===== config.mk =====
export PLATFORM = sky130hd
export DESIGN_NAME = pdcal_seq
export DESIGN_NICKNAME = d
export VERILOG_FILES = /design/src/rtl/pdcal_pkg.sv /design/src/rtl/pdcal_sync.sv /design/src/rtl/pdcal_hold.sv /design/src/rtl/pdcal_timer.sv /design/src/rtl/pdcal_fsm.sv /design/src/rtl/pdcal_seq.sv
export SDC_FILE = /design/constraint.sdc
export NUM_CORES = 1
export LEC_CHECK = 0
export BUFFER_PORTS_ARGS = -buffer_cell sky130_fd_sc_hd__clkbuf_2
export CAP_MARGIN = 20
export CORE_MARGIN = 5
export CORE_UTILIZATION = 45
export CTS_CLUSTER_SIZE = 20
export DETAILED_ROUTE_END_ITERATION = 10
export SLEW_MARGIN = 0
export SYNTH_ARGS = -nofsm -noshare
export SYNTH_HDL_FRONTEND = slang
export SYNTH_HIERARCHICAL = 1
export SYNTH_SLANG_ARGS = --single-unit
export TNS_END_PERCENT = 5

===== constraint.sdc =====
create_clock -name clk -period 3.5 [get_ports clk]
set_input_delay 1.05 -clock clk [delete_from_list [all_inputs] [get_ports clk]]
set_output_delay 1.05 -clock clk [all_outputs]
set_load 0.05 [all_outputs]

===== src/rtl/pdcal_pkg.sv =====
package pdcal_pkg;

  typedef enum logic [2:0] {
    ST_PDOWN = 3'd0,
    ST_RESET = 3'd1,
    ST_CAL   = 3'd2,
    ST_ACQ   = 3'd3,
    ST_RUN   = 3'd4
  } seq_state_e;

  // saturating increment toward a ceiling
  function automatic int unsigned sat_step(int unsigned v, int unsigned ceil);
    return (v >= ceil) ? ceil : v + 1;
  endfunction

  // a high pulse qualifies once its cycle count reaches the threshold
  function automatic logic pulse_is_long(int unsigned cnt, int unsigned thr);
    return cnt >= thr;
  endfunction

  // the timer expires on the last cycle of its window
  function automatic logic window_end(int unsigned cnt, int unsigned len);
    return cnt == len - 1;
  endfunction

endpackage


===== src/rtl/pdcal_sync.sv =====
module pdcal_sync #(
  parameter int STAGES = 2
) (
  input  logic clk,
  input  logic rst_n,
  input  logic d_async,
  output logic q_sync
);
  logic [STAGES-1:0] chain_q;

  for (genvar i = 0; i < STAGES; i++) begin : g_stage
    if (i == 0) begin : g_first
      always_ff @(posedge clk or negedge rst_n) begin
        if (!rst_n) chain_q[i] <= 1'b0;
        else        chain_q[i] <= d_async;
      end
    end else begin : g_next
      always_ff @(posedge clk or negedge rst_n) begin
        if (!rst_n) chain_q[i] <= 1'b0;
        else        chain_q[i] <= chain_q[i-1];
      end
    end
  end

  assign q_sync = chain_q[STAGES-1];
endmodule


===== src/rtl/pdcal_hold.sv =====
module pdcal_hold
  import pdcal_pkg::*;
#(
  parameter int MIN_HIGH_CYC = 100
) (
  input  logic clk,
  input  logic rst_n,
  input  logic lvl,
  output logic fall_evt,
  output logic fall_long
);
  localparam int CW = $clog2(MIN_HIGH_CYC + 1);

  logic [CW-1:0] cnt_q;
  logic          lvl_d_q;

  always_ff @(posedge clk or negedge rst_n) begin
    if (!rst_n) begin
      cnt_q   <= '0;
      lvl_d_q <= 1'b0;
    end else begin
      lvl_d_q <= lvl;
      if (lvl) cnt_q <= CW'(sat_step(32'(cnt_q), MIN_HIGH_CYC));
      else     cnt_q <= '0;
    end
  end

  assign fall_evt  = lvl_d_q & ~lvl;
  assign fall_long = fall_evt & pulse_is_long(32'(cnt_q), MIN_HIGH_CYC);
endmodule


===== src/rtl/pdcal_timer.sv =====
module pdcal_timer
  import pdcal_pkg::*;
#(
  parameter int LIMIT = 200000
) (
  input  logic clk,
  input  logic rst_n,
  input  logic run,
  output logic expired
);
  localparam int TW = $clog2(LIMIT + 1);

  logic [TW-1:0] cnt_q;

  always_ff @(posedge clk or negedge rst_n) begin
    if (!rst_n)   cnt_q <= '0;
    else if (run) cnt_q <= cnt_q + 1'b1;
    else          cnt_q <= '0;
  end

  assign expired = run & window_end(32'(cnt_q), LIMIT);
endmodule


===== src/rtl/pdcal_fsm.sv =====
module pdcal_fsm
  import pdcal_pkg::*;
(
  input  logic       clk,
  input  logic       rst_n,
  input  logic       pin_lvl,
  input  logic       fall_evt,
  input  logic       fall_long,
  input  logic       ref_valid,
  input  logic       cal_done,
  input  logic       lock_det,
  input  logic       acq_tmo,
  output seq_state_e state_q
);
  seq_state_e state_d;

  always_comb begin
    state_d = state_q;
    if (pin_lvl) begin
      state_d = ST_PDOWN;
    end else begin
      unique case (state_q)
        ST_PDOWN: if (fall_long)     state_d = ST_RESET;
                  else if (fall_evt) state_d = ST_ACQ;
        ST_RESET: if (ref_valid)     state_d = ST_CAL;
        ST_CAL:   if (cal_done)      state_d = ST_ACQ;
        ST_ACQ:   if (lock_det)      state_d = ST_RUN;
                  else if (acq_tmo)  state_d = ST_RESET;
        ST_RUN:   if (!lock_det)     state_d = ST_ACQ;
        default:                     state_d = ST_RESET;
      endcase
    end
  end

  always_ff @(posedge clk or negedge rst_n) begin
    if (!rst_n) state_q <= ST_RESET;
    else        state_q <= state_d;
  end
endmodule


===== src/rtl/pdcal_seq.sv =====
module pdcal_seq
  import pdcal_pkg::*;
#(
  parameter int MIN_HIGH_CYC = 100,
  parameter int ACQ_TMO_CYC  = 200000,
  parameter int SYNC_STAGES  = 2
) (
  input  logic       clk,
  input  logic       rst_n,
  input  logic       pd_cal_pin,
  input  logic       ref_valid,
  input  logic       cal_done,
  input  logic       lock_det,
  input  logic       lol_raw,
  output logic       drv_en,
  output logic       core_rst_n,
  output logic       cal_req,
  output logic       lol_out,
  output logic [2:0] state_o
);
  logic       pin_lvl;
  logic       fall_evt;
  logic       fall_long;
  logic       acq_tmo;
  logic       in_acq;
  seq_state_e state_q;

  pdcal_sync #(.STAGES(SYNC_STAGES)) i_sync (
    .clk    (clk),
    .rst_n  (rst_n),
    .d_async(pd_cal_pin),
    .q_sync (pin_lvl)
  );

  pdcal_hold #(.MIN_HIGH_CYC(MIN_HIGH_CYC)) i_hold (
    .clk      (clk),
    .rst_n    (rst_n),
    .lvl      (pin_lvl),
    .fall_evt (fall_evt),
    .fall_long(fall_long)
  );

  assign in_acq = (state_q == ST_ACQ);

  pdcal_timer #(.LIMIT(ACQ_TMO_CYC)) i_timer (
    .clk    (clk),
    .rst_n  (rst_n),
    .run    (in_acq),
    .expired(acq_tmo)
  );

  pdcal_fsm i_fsm (
    .clk      (clk),
    .rst_n    (rst_n),
    .pin_lvl  (pin_lvl),
    .fall_evt (fall_evt),
    .fall_long(fall_long),
    .ref_valid(ref_valid),
    .cal_done (cal_done),
    .lock_det (lock_det),
    .acq_tmo  (acq_tmo),
    .state_q  (state_q)
  );

  assign drv_en     = (state_q != ST_PDOWN);
  assign core_rst_n = (state_q == ST_ACQ) || (state_q == ST_RUN);
  assign cal_req    = (state_q == ST_CAL);
  assign lol_out    = (state_q != ST_PDOWN) && (lol_raw || !ref_valid);
  assign state_o    = state_q;
endmodule


Yosys cells after proc, flatten, opt, wreduce, memory -nomap -nowiden
Cells that the tools add are included.
- output and inout bits: 7
- word-level logic and storage cells: 42
- register bits: 31
- bits of input ports: 7
- reductions and logical operators: 7
- bitwise gates (word level): 4
- magnitude comparators: 1
- $add $sub $neg: 2
- muxes and demuxes: 12
- equal/unequal tests: 10
- operators with widths (cell ; count):
    3-bit two-way mux ; 8
    18-bit by 1-bit adder with 18-bit output, second input constant ; 1
    18-bit == test, second input constant ; 1
    18-bit two-way mux ; 1
    3-bit case mux with 5 select lines ; 1
    7-bit two-way mux ; 2
    4-bit != test, second input constant ; 2
    7-bit by 1-bit adder with 7-bit output, second input constant ; 1
    7-bit greater-or-equal comparator, second input constant ; 1
    3-bit by 2-bit == test with 1-bit output, second input constant ; 2
    3-bit by 2-bit != test with 1-bit output, second input constant ; 2
    5-bit AND reduction ; 1
    1-bit bitwise AND ; 3
    3-bit by 1-bit == test with 1-bit output, second input constant ; 1
    3-bit == test, second input constant ; 1
    3-bit logical NOT ; 1
    3-bit != test, second input constant ; 1
    3-bit nonzero test ; 1
    1-bit logical OR ; 2
    1-bit logical AND ; 1
    1-bit logical NOT ; 1
    1-bit inverter ; 1

Depth between registers and ports, before layout
Gate-level depths: netlist (run 1).
- depth after elaboration: 6
- gate-level depth with buffers: 8
- mapped depth without buffers: 8

Hierarchy
The synthesis (run 1) kept the hierarchy.
- by module, submodules not included (module ; cells each ; area each (um^2) ; times used):
    pdcal_timer ; 94 ; 978.4 ; 1
    pdcal_hold ; 34 ; 387.9 ; 1
    pdcal_fsm ; 28 ; 259.0 ; 1
    pdcal_seq ; 7 ; 51.3 ; 1
    pdcal_sync ; 2 ; 50.0 ; 1

Least setup slack after synthesis (run 1)
No wires, ideal clock.
- kind: register to output
- start point: reg i_fsm.state_q[2]
- end point: out lol_out
- cell stages (with the launch flop): 3
- buffers on the path: 0
- required time: 2450 ps
- arrival: 2271 ps
- path slack: 179 ps
- cell sequence: dfrtp_1 -> or3_4 -> a21boi_0
- longest elaborated chain between the ends: 2
- ends and longest elaborated chain (item ; RTL line ; source):
    start: declaration ; pdcal_fsm.sv:13 ; output seq_state_e state_q
    start signal: assignment ; pdcal_fsm.sv:37 ; else state_q <= state_d;
    3-bit nonzero test ; -- ;
    via drv_en ; pdcal_seq.sv:15 ; output logic drv_en,
    1-bit logical AND ; pdcal_seq.sv:68 ; assign lol_out = (state_q != ST_PDOWN) && (lol_raw || !ref_valid);
    end: declaration ; pdcal_seq.sv:18 ; output logic lol_out,
The timed path passes the listed nets, and every way through them passes these cells.

Worst setup path in the final report (run 1)
- start point: reg i_fsm.state_q[0]
- end point: out core_rst_n
- longest elaborated chain between the ends: 2
- elaborated cells on any way between the ends: 3
- ends and longest elaborated chain (item ; RTL line ; source):
    3-bit by 2-bit == test with 1-bit output ; -- ;
    via in_acq ; pdcal_seq.sv:25 ; logic in_acq;
    1-bit logical OR ; pdcal_seq.sv:66 ; assign core_rst_n = (state_q == ST_ACQ) || (state_q == ST_RUN);
    end: declaration ; pdcal_seq.sv:16 ; output logic core_rst_n,
The timed path passes the listed nets, and every way through them passes these cells.

==> insert_results.sql, run 1 <==
INSERT INTO impl_metrics (metric_group, metric, value, unit) VALUES
('min_path', 'hold_wc_startpoint', 'i_sync/chain_q[0]', ''),
('sta', 'slew_headroom', '0.494', ''),
('yosys', 'netlist_top_cells_area', 'dfrtp_1, and2_1, xor2_1, xnor2_1, nand2_1', ''),
('floorplanning', 'core_area', '3690', 'um^2'),
('sta', 'final-hold-violation-count', '0', ''),
('worst_setup_path', 'regToRegEndpoint', 'i_fsm/state_q[1]', ''),
('clocking', 'clock_tree.buffer_depth', '2', ''),
('floorplanning', 'fp.dieH', '71.9', 'um'),
('worst_setup_path', 'endpoint_kind', 'output port', ''),
('sta', 'max_freq', '353', 'MHz'),
('drt', 'viasPerCell', '5.27', ''),
('yosys', 'synth_area_leader_cell', 'dfrtp_1', ''),
('pwr', 'peakVddDrop', '0.000258', 'V'),
('yosys', 'ys.warnings.count', '6', ''),
('yosys', 'post_synth_instance_area', '1730', 'um^2'),
('worst_setup_path', 'r2r-start', 'i_fsm/state_q[0]', ''),
('yosys', 'syn_nets', '175', ''),
('clocking', 'post_cts_hold_buffer_count', '0', ''),
('yosys', 'ys_dominant_reg_cell', 'dfrtp_1', ''),
('pwr', 'powerDensity', '547', 'nW/um^2'),
('global_route', 'grt_start_max_net_pins', '32', ''),
('yosys', 'synth.ff_latch_count', '31', ''),
('drt', 'firstDrtPassIters', '4', ''),
('clocking', 'cts_setup_buffers', '0', ''),
('pwr', 'p_leak', '0.839', 'nW'),
('run_status', 'run_status', 'finished, final reports clean', ''),
('global_route', 'antenna_found_initial', '0', ''),
('floorplanning', 'core.rowCount', '22', ''),
('clocking', 'clock_sink_count', '31', ''),
('clocking', 'clockRootBuffer', 'clkbuf_8', ''),
('floorplanning', 'io_pins', '14', ''),
('worst_setup_path', 'critPathKind', 'reg -> out', ''),
('global_route', 'grt_use_total', '0.136', ''),
('worst_setup_path', 'critical_path.startpoint_type', 'register', ''),
('sta', 'slew_viol_final', '0', ''),
('sta', 'fin_skew', '0.00572', 'ns'),
('global_route', 'grt_pass1_wl', '5520', 'um'),
('drt', 'post-route-drc-count', '0', ''),
('clocking', 'numCtsBuffers', '5', ''),
('yosys', 'netlist_instances', '165', ''),
('worst_setup_path', 'worst_r2r_path_depth', '7', ''),
('yosys', 'synth_async_sr_flop_share', '1.00', ''),
('finish', 'antenna_cells', '0', ''),
('placement', 'port_buffers', '13', ''),
('min_path', 'worstHoldPathCells', '0', ''),
('sta', 'setup-violations-final', '0', ''),
('clocking', 'clock_latency', '0.29', 'ns'),
('yosys', 'mean_area_per_synthesized_cell', '10.5', 'um^2'),
('floorplanning', 'die_width', '71.9', 'um'),
('drt', 'met2_length', '1360', 'um'),
('run', 'max_cap_violations', '0', ''),
('floorplanning', 'initial_utilization', '0.468', ''),
('min_path', 'worst_hold_path.endpoint', 'i_sync/q_sync', ''),
('drt', 'routed_wire_length_per_instance', '13.3', 'um'),
('sta', 'fin_setup_tns', '0', 'ns'),
('drt', 'first_drt_iteration_drcs', '76', ''),
('global_route', 'grt_pass1_vias', '1222', ''),
('drt', 'route.final.wire_length', '3050', 'um'),
('sta', 'finalCritPeriodShare', '0.810', ''),
('sta', 'fin_hold_ws', '0.358', 'ns'),
('clocking', 'cts.clk_slew.worst_paths', '0.07', 'ns'),
('placement', 'dpl.hpwl', '2120', 'um'),
('worst_setup_path', 'worstPathMaxFanout', '21', ''),
('clocking', 'post_cts.resized_instances', '0', ''),
('sta', 'unrepaired_setup_endpoints_after_global_routing', 'false', ''),
('worst_setup_path', 'timing.critical_path.arrival', '1.79', 'ns'),
('yosys', 'count_of_flip_flops_with_a_built_in_enable_after_synthesis', '0', ''),
('drt', 'detailroute.via_count', '1206', ''),
('global_route', 'gr-total-overflow', '0', ''),
('yosys', 'netlist-cell-type-count', '49', ''),
('worst_setup_path', 'timing.critical_path.from', 'i_fsm/state_q[0]', '');
-- flip-flops by register name, summed over array words and instances, names as in the netlist --
name	cells
i_hold/cnt_q	7
i_hold/lvl_d_q	1
i_sync/chain_q	1
i_timer/cnt_q	18
i_sync/q_sync	1
i_fsm/state_q	3
-- per-layer routing --
layer  vias up  track usage
met3         8       0.0499
met5         -            0
met1       561        0.167
met2        28        0.214
met4         0       0.0626
li1        609            -
-- cell type report --
type	count	area, um^2	area share
multi-input combinational	124	897	0.470
sequential	31	777	0.407
clock buffer	5	68.8	0.0361
timing repair buffer	13	65.1	0.0341
tap	48	60.1	0.0315
clock inverter	3	20.0	0.0105
inverter	5	18.8	0.00984
-- cell usage after synthesis, types with 3 or more instances --
library cell   n
inv_1          5
nor2b_1        3
o21ai_0        4
nand2b_1       3
ha_1           3
xor2_1         8
nand3_1        7
and2_1        13
nor4_2         3
nand4_1        3
nor2_1        11
dfrtp_1       30
a21oi_1        3
nor3_1         5
or3_1          4
xnor2_1        6
a21boi_0       4
nand2_1       13
-- cell usage in the layout, fill, tap and decap left out, types with 4 or more instances in the layout --
master     n
dfrtp_1   30
nand2_1   13
and2_1    13
clkbuf_2  13
nor2_1    11
xor2_1     8
nand3_1    7
xnor2_1    6
inv_1      5
clkbuf_8   5
nor3_1     5
a21boi_0   4
o21ai_0    4
or3_1      4
-- through the flow --
| stage | power [W] | area [um^2] | instances | worst slack, ns | util |
|---|---|---|---|---|---|
| final | 0.00104 | 1910 | 229 | 0.664 | 0.517 |
| after global routing | 0.00110 | 1910 | 229 | 0.546 | 0.517 |
| after CTS | 0.00106 | 1910 | 229 | 0.636 | 0.517 |
| after detailed placement | 0.000772 | 1820 | 221 | 0.831 | 0.493 |
| after global placement | 0.000763 | 1820 | 221 | 0.855 | 0.493 |
| after floorplan | 0.000713 | 1730 | 165 | 0.179 | - |
-- power by group --
part / leakage, nW / switching (W) / internal, W
logic: 0.381 / 0.000220 / 0.000102
clock network: 0.0402 / 0.000142 / 0.000138
registers: 0.418 / 0.0000572 / 0.000385
-- logic make-up (layout without fill, tap and decap cells) --
logic type               count (synthesis)  count (layout)  share of synthesized area
AND/OR/NAND/NOR                         83              83                      0.304
AO/OA/AOI/OAI                           21              21                      0.104
adder cells (fa/ha/maj)                  3               3                     0.0217
flip-flops                              31              31                      0.450
XOR/XNOR                                14              14                     0.0710
multiplexers                             3               3                     0.0181
buffers and inverters                   10              26                     0.0304
-- critical path, stage by stage, from the launching register on --
cell and delay, ns:
dfstp_2 0.68, and3b_2 0.43, a21o_1 0.13, clkbuf_2 0.27
-- worst max path at each step --
stage | endpoint | slack (ns) | cells after the start
detailed placement | lol_out | 0.83 | 4
global route | core_rst_n | 0.55 | 3
finish | core_rst_n | 0.66 | 3
global placement | lol_out | 0.86 | 4
CTS | core_rst_n | 0.64 | 3
floorplan | lol_out | 0.18 | 2
No activity file was read; power rests on OpenSTA's default activity.
==> run 2, diff against run 1 <==
Settings changed: PLACE_DENSITY set to 0.65.
Clock period 3.5 ns to 2.35 ns, I/O delays scaled along.
==> insert_results.sql, run 2 (synthesis gave the netlist of run 1 again) <==
INSERT INTO impl_metrics (metric_group, metric, value, unit) VALUES
('floorplanning', 'initial_utilization', '0.468', ''),
('clocking', 'clockRootBuffer', 'clkbuf_8', ''),
('floorplanning', 'io_pins', '14', ''),
('finish', 'max_ffs_per_register', '18', ''),
('pwr', 'peakVddDrop', '0.000408', 'V'),
('global_route', 'gr-total-overflow', '0', ''),
('floorplanning', 'die_width', '71.9', 'um'),
('drt', 'drt.antenna.violating_nets', '0', ''),
('finish', 'final-seq-area', '777', 'um^2'),
('worst_setup_path', 'critical_path_required', '1.64', 'ns'),
('drt', 'route.final.wire_length', '3070', 'um'),
('sta', 'unrepaired_setup_endpoints_after_global_routing', 'false', ''),
('sta', 'slew_headroom', '0.490', ''),
('clocking', 'cts.clk_slew.worst_paths', '0.06', 'ns'),
('sta', 'setup-violations-final', '0', ''),
('clocking', 'clock_tree.buffer_depth', '2', ''),
('worst_setup_path', 'endpoint_kind', 'output port', ''),
('placement', 'port_buffers', '13', ''),
('placement', 'dpl.hpwl', '2180', 'um'),
('worst_setup_path', 'crit_path_largest_cell_delay', '0.50', 'ns'),
('drt', 'firstDrtPassIters', '4', ''),
('worst_setup_path', 'critical_path.startpoint_type', 'register', ''),
('finish', 'multiInputGateArea', '901', 'um^2'),
('sta', 'slew_viol_final', '0', ''),
('finish', 'mostFrequentLayoutCells', 'dfrtp_1, nand2_1, and2_1, clkbuf_2, nor2_1', ''),
('global_route', 'antenna_found_initial', '0', ''),
('sta', 'finalWorstPathRequiredPeriod', '2.24', 'ns'),
('clocking', 'post_cts_hold_buffer_count', '0', ''),
('placement', 'gp_congestion', '0.800', ''),
('clocking', 'clock_latency', '0.27', 'ns'),
('sta', 'fin_skew', '0.00813', 'ns'),
('clocking', 'clock_sink_count', '31', ''),
('placement', 'placed_area', '1840', 'um^2'),
('sta', 'max_freq', '446', 'MHz'),
('pwr', 'powerDensity', '798', 'nW/um^2'),
('floorplanning', 'fp.dieH', '71.9', 'um'),
('sta', 'final-hold-violation-count', '0', ''),
('finish', 'fillCellCount', '360', ''),
('floorplanning', 'fp.dieArea', '5180', 'um^2'),
('clocking', 'post_cts.resized_instances', '0', ''),
('drt', 'post-route-drc-count', '0', ''),
('pwr', 'p_leak', '0.857', 'nW'),
('clocking', 'clock_tree.htree_level_count', '2', ''),
('finish', 'layout_top_registers', 'i_timer/cnt_q: 18 flops, i_hold/cnt_q: 7 flops, i_fsm/state_q: 3 flops', ''),
('clocking', 'clock_tree_from_tritoncts', 'yes', ''),
('run_status', 'run_status', 'finished, final reports clean', ''),
('min_path', 'hold_path_class', 'reg -> reg', ''),
('floorplanning', 'core_area', '3690', 'um^2'),
('clocking', 'cts_setup_buffers', '0', ''),
('finish', 'layout.nets', '194', ''),
('drt', 'detailroute.via_count', '1232', ''),
('global_route', 'grt_use_total', '0.136', ''),
('finish', 'syn_to_final_growth', '11.4', '%'),
('global_route', 'grt_start_max_net_pins', '32', ''),
('finish', 'antenna_cells', '0', ''),
('floorplanning', 'core.rowCount', '22', ''),
('finish', 'largest-register', 'i_timer/cnt_q', ''),
('worst_setup_path', 'critPathKind', 'reg -> out', ''),
('sta', 'max_slew.worst_pin.slew', '0.765', 'ns'),
('finish', 'layout_commonest_cell', 'dfrtp_1', ''),
('worst_setup_path', 'worstPathMaxFanout', '13', ''),
('finish', 'post-route-util', '0.522', ''),
('global_route', 'grt_pass1_vias', '1182', ''),
('worst_setup_path', 'timing.critical_path.arrival', '1.54', 'ns'),
('worst_setup_path', 'critical_path.slowest_cell', 'dfrtp_1', ''),
('sta', 'fin_hold_ws', '0.349', 'ns'),
('clocking', 'numCtsBuffers', '5', ''),
('sta', 'finalCritPeriodShare', '0.955', ''),
('finish', 'finalInstanceArea', '1920', 'um^2'),
('drt', 'viasPerCell', '5.33', ''),
('run', 'max_cap_violations', '0', ''),
('global_route', 'grt_pass1_wl', '5460', 'um'),
('worst_setup_path', 'worstPathCellList', 'or3_4 > a21boi_2 > clkbuf_2', ''),
('drt', 'routed_wire_length_per_instance', '13.3', 'um'),
('finish', 'drive_gt1_frac', '0.219', ''),
('drt', 'first_drt_iteration_drcs', '49', '');
## run 2: final cells by class
type                            instances  share of cell area
Multi-Input combinational cell        124               0.468
Sequential cell                        31               0.404
Timing Repair Buffer                   17              0.0494
Clock buffer                            6              0.0377
Tap cell                               48              0.0312
Inverter                                5             0.00975
## run 2: critical path: cells and delay by family, from the launching register on
| kind | cells | cell delay, ns |
|---|---|---|
| DFF | 1 | 0.50 |
| and+or+nand+nor | 1 | 0.38 |
| buffers and inverters | 1 | 0.23 |
| AOI/OAI and AO/OA | 1 | 0.16 |
## run 2: stage by stage
step	total power [W]	setup slack, ns	setup TNS (ns)	instances
final	0.00154	0.106	0	231
after global routing	0.00164	0.0220	0	231
after CTS	0.00155	0.0694	0	230
after detailed placement	0.00117	0.373	0	224
after global placement	0.00116	0.428	0	224
after floorplan	0.00107	-0.244	-0.244	165
## run 2: final timing paths
| kind | from | end | slack (ns) | cells past startpoint |
|---|---|---|---|---|
| max | i_fsm/state_q[2] | lol_out | 0.11 | 3 |
| min | i_sync/chain_q[0] | i_sync/q_sync | 0.35 | 0 |
| max reg2reg | i_hold/cnt_q[3] | i_fsm/state_q[0] | 0.45 | 6 |
| min reg2reg | i_sync/chain_q[0] | i_sync/q_sync | 0.35 | 0 |
| max in group asynchronous | rst_n | i_hold/lvl_d_q | 1.37 | 1 |
| min in group asynchronous | rst_n | i_timer/cnt_q[7] | 0.50 | 1 |
## run 2: power breakdown
group / internal [W] / switching (W)
logic: 0.000184 / 0.000365
registers: 0.000574 / 0.0000488
clock network: 0.000197 / 0.000167
## run 2: routing by layer
layer	share of wire	global-route usage	vias to the layer above
met5	0	0	-
met3	0.044	0.0485	2
met4	0.0078	0.0605	0
met2	0.47	0.203	19
met1	0.48	0.178	599
li1	-	-	612
==> run 3, diff against run 2 <==
Settings changed: ABC_AREA set to 1, REMOVE_ABC_BUFFERS set to 1.
==> insert_results.sql, run 3 <==
INSERT INTO impl_metrics (metric_group, metric, value, unit) VALUES
('run_status', 'run_status', 'finished, final reports clean', ''),
('sta', 'fin_skew', '0.00519', 'ns'),
('sta', 'finalWorstPathRequiredPeriod', '2.12', 'ns'),
('sta', 'fin_hold_ws', '0.369', 'ns'),
('global_route', 'gr-max-usage-layer', 'met2', ''),
('clocking', 'numCtsBuffers', '5', ''),
('finish', 'layout_top_registers', 'i_timer/cnt_q: 18 flops, i_hold/cnt_q: 7 flops, i_fsm/state_q: 3 flops', ''),
('sta', 'final-hold-violation-count', '0', ''),
('yosys', 'mean_area_per_synthesized_cell', '7.59', 'um^2'),
('placement', 'gp_congestion', '0.810', ''),
('global_route', 'grt_pass1_wl', '6250', 'um'),
('drt', 'detailroute.via_count', '1481', ''),
('pwr', 'peakVddDrop', '0.000301', 'V'),
('worst_setup_path', 'endpoint_kind', 'output port', ''),
('worst_setup_path', 'critPathKind', 'reg -> out', ''),
('yosys', 'ys_dominant_reg_cell', 'dfrtp_1', ''),
('yosys', 'synth_async_sr_flop_share', '1.00', ''),
('worst_setup_path', 'critical_path.top_delay_family', 'flip-flops', ''),
('finish', 'mostFrequentLayoutCells', 'nand2_1, nor2_1, inv_1', ''),
('yosys', 'post_synth_instance_area', '1820', 'um^2'),
('yosys', 'synth-seq-area-share', '0.427', ''),
('worst_setup_path', 'timing.critical_path.arrival', '1.42', 'ns'),
('global_route', 'grtUsageMet3', '0.0492', ''),
('worst_setup_path', 'critical_path.startpoint_type', 'register', ''),
('floorplanning', 'die_width', '73.6', 'um'),
('finish', 'max_ffs_per_register', '18', ''),
('finish', 'drive_gt1_frac', '0.230', ''),
('floorplanning', 'core_area', '3970', 'um^2'),
('worst_setup_path', 'r2r-start', 'i_fsm/state_q[0]', ''),
('floorplanning', 'core.rowCount', '23', ''),
('yosys', 'netlist_instances', '240', ''),
('yosys', 'netlist_top_cells_area', 'dfrtp_1, nand2_1, nor2_1, inv_1, nor2_4', ''),
('sta', 'finalCritPeriodShare', '0.904', ''),
('sta', 'setup-violations-final', '0', ''),
('finish', 'syn_to_final_growth', '13.4', '%'),
('placement', 'dpl.hpwl', '2530', 'um'),
('yosys', 'count_of_flip_flops_with_a_built_in_enable_after_synthesis', '0', ''),
('global_route', 'grt_pass1_vias', '1462', ''),
('pwr', 'p_leak', '0.983', 'nW'),
('floorplanning', 'initial_utilization', '0.458', ''),
('yosys', 'synthMostInstantiatedCell', 'nand2_1', ''),
('drt', 'route.final.wire_length', '3430', 'um'),
('worst_setup_path', 'worstPathMaxFanout', '9', ''),
('clocking', 'clock_tree_from_tritoncts', 'yes', ''),
('clocking', 'post_cts.resized_instances', '0', ''),
('sta', 'slew_viol_final', '0', ''),
('worst_setup_path', 'reg2reg_setup_slack', '0.66', 'ns'),
('finish', 'layout.nets', '270', ''),
('worst_setup_path', 'timing.critical_path.buf_inv', '1', ''),
('yosys', 'ys.warnings.count', '6', ''),
('clocking', 'clock_tree.htree_level_count', '2', ''),
('drt', 'viasPerCell', '4.76', ''),
('drt', 'post-route-drc-count', '0', ''),
('finish', 'largest-register', 'i_timer/cnt_q', ''),
('global_route', 'gr-total-overflow', '0', ''),
('worst_setup_path', 'crit_path_largest_cell_delay', '0.63', 'ns'),
('clocking', 'clock_tree.buffer_depth', '2', ''),
('yosys', 'synth_area_leader_cell', 'dfrtp_1', ''),
('drt', 'first_drt_iteration_drcs', '82', ''),
('floorplanning', 'fp.dieH', '73.6', 'um'),
('finish', 'fillCellCount', '392', ''),
('drt', 'routed_wire_length_per_instance', '11.0', 'um'),
('worst_setup_path', 'critical_path.slowest_cell', 'dfstp_2', ''),
('global_route', 'grt_start_max_net_pins', '32', ''),
('worst_setup_path', 'worstPathCellList', 'nor2_2 > a21oi_1 > clkbuf_2', ''),
('drt', 'firstDrtPassIters', '4', ''),
('sta', 'max_freq', '471', 'MHz'),
('clocking', 'clock_sink_count', '31', ''),
('global_route', 'antenna_found_initial', '0', ''),
('finish', 'antenna_cells', '0', ''),
('clocking', 'post_cts_hold_buffer_count', '0', ''),
('global_route', 'grtUsageMet2', '0.254', ''),
('worst_setup_path', 'cp.depth', '3', ''),
('sta', 'max_slew.worst_pin.slew', '0.774', 'ns'),
('yosys', 'synth.ff_latch_count', '31', ''),
('clocking', 'cts_setup_buffers', '0', ''),
('worst_setup_path', 'endpoint', 'lol_out', ''),
('pwr', 'powerDensity', '800', 'nW/um^2'),
('global_route', 'grt_use_total', '0.151', ''),
('placement', 'port_buffers', '13', ''),
('worst_setup_path', 'timing.critical_path.from', 'i_fsm/state_q[0]', ''),
('floorplanning', 'fp.dieArea', '5420', 'um^2'),
('sta', 'unrepaired_setup_endpoints_after_global_routing', 'false', ''),
('finish', 'layout_commonest_cell', 'nand2_1', ''),
('worst_setup_path', 'critical_path_required', '1.64', 'ns'),
('yosys', 'netlist-cell-type-count', '25', ''),
('global_route', 'gr-usage-met1', '0.176', ''),
('yosys', 'synthTopCellsByCount', 'nand2_1, nor2_1, inv_1', ''),
('min_path', 'hold_path_class', 'reg -> reg', ''),
('worst_setup_path', 'regToRegEndpoint', 'i_fsm/state_q[0]', ''),
('sta', 'slew_headroom', '0.484', ''),
('worst_setup_path', 'worst_r2r_path_depth', '13', ''),
('yosys', 'netlist.area_leader.share', '0.412', ''),
('clocking', 'clockRootBuffer', 'clkbuf_8', ''),
('clocking', 'cts.clk_slew.worst_paths', '0.07', 'ns'),
('clocking', 'clock_latency', '0.29', 'ns'),
('floorplanning', 'io_pins', '14', ''),
('pwr', 'p_total', '0.00165', 'W'),
('run', 'max_cap_violations', '0', ''),
('drt', 'drt.antenna.violating_nets', '0', '');
## run 3: changes by cell type after synthesis, sizes merged, moves of 10 or more
cell and change:
nor2 +46, nand2 +45, inv +33, and2 -13, a21oi +10, nand3 +10
## run 3: per-layer routing
metal,up-vias,wire length [um]
met4,0,28
met2,19,1620
met1,681,1630
li1,777,-
met5,-,0
met3,4,146
## run 3: per-stage QoR
step	util	instance area [um^2]	setup slack (ns)	cells	TNS (ns)
floorplan	-	1820	-0.0515	239	-0.0515
CTS	0.520	2060	0.201	311	0
global route	0.520	2060	0.156	311	0
global placement	0.491	1950	0.396	303	0
finish	0.520	2060	0.227	311	0
detailed placement	0.491	1950	0.356	303	0
## run 3: area by class of cell
type	count	area, um^2	area share
flip-flops and latches	31	777	0.376
repair buffers	14	72.6	0.0352
inverters	38	143	0.0691
clock inverters	3	43.8	0.0212
multi-input cells	170	897	0.435
well taps	50	62.6	0.0303
clock buffers	5	68.8	0.0333
## run 3: logic make-up (layout without fill, tap and decap cells)
logic type	Yosys count	after routing	share of synthesized area
flops	31	31	0.427
xor+xnor	5	5	0.0241
compound gates	22	22	0.0667
simple gates	140	140	0.381
buf+inv	39	60	0.0804
fa+ha+maj	3	3	0.0206
## run 3: worst min-delay path by stage
stage,startpoint,end,slack [ns],cells past startpoint
finish,i_sync/chain_q[0],i_sync/q_sync,0.37,0
detailed placement,i_sync/chain_q[0],i_sync/q_sync,0.36,0
floorplan,i_sync/chain_q[0],i_sync/q_sync,0.33,0
global placement,i_sync/chain_q[0],i_sync/q_sync,0.35,0
CTS,i_sync/chain_q[0],i_sync/q_sync,0.37,0
global route,i_sync/chain_q[0],i_sync/q_sync,0.37,0
## run 3: power by group
group | switching (W) | internal [W] | total, W
Clock | 0.000219 | 0.000315 | 0.000534
Sequential | 0.0000594 | 0.000571 | 0.000631
Combinational | 0.000366 | 0.000121 | 0.000487
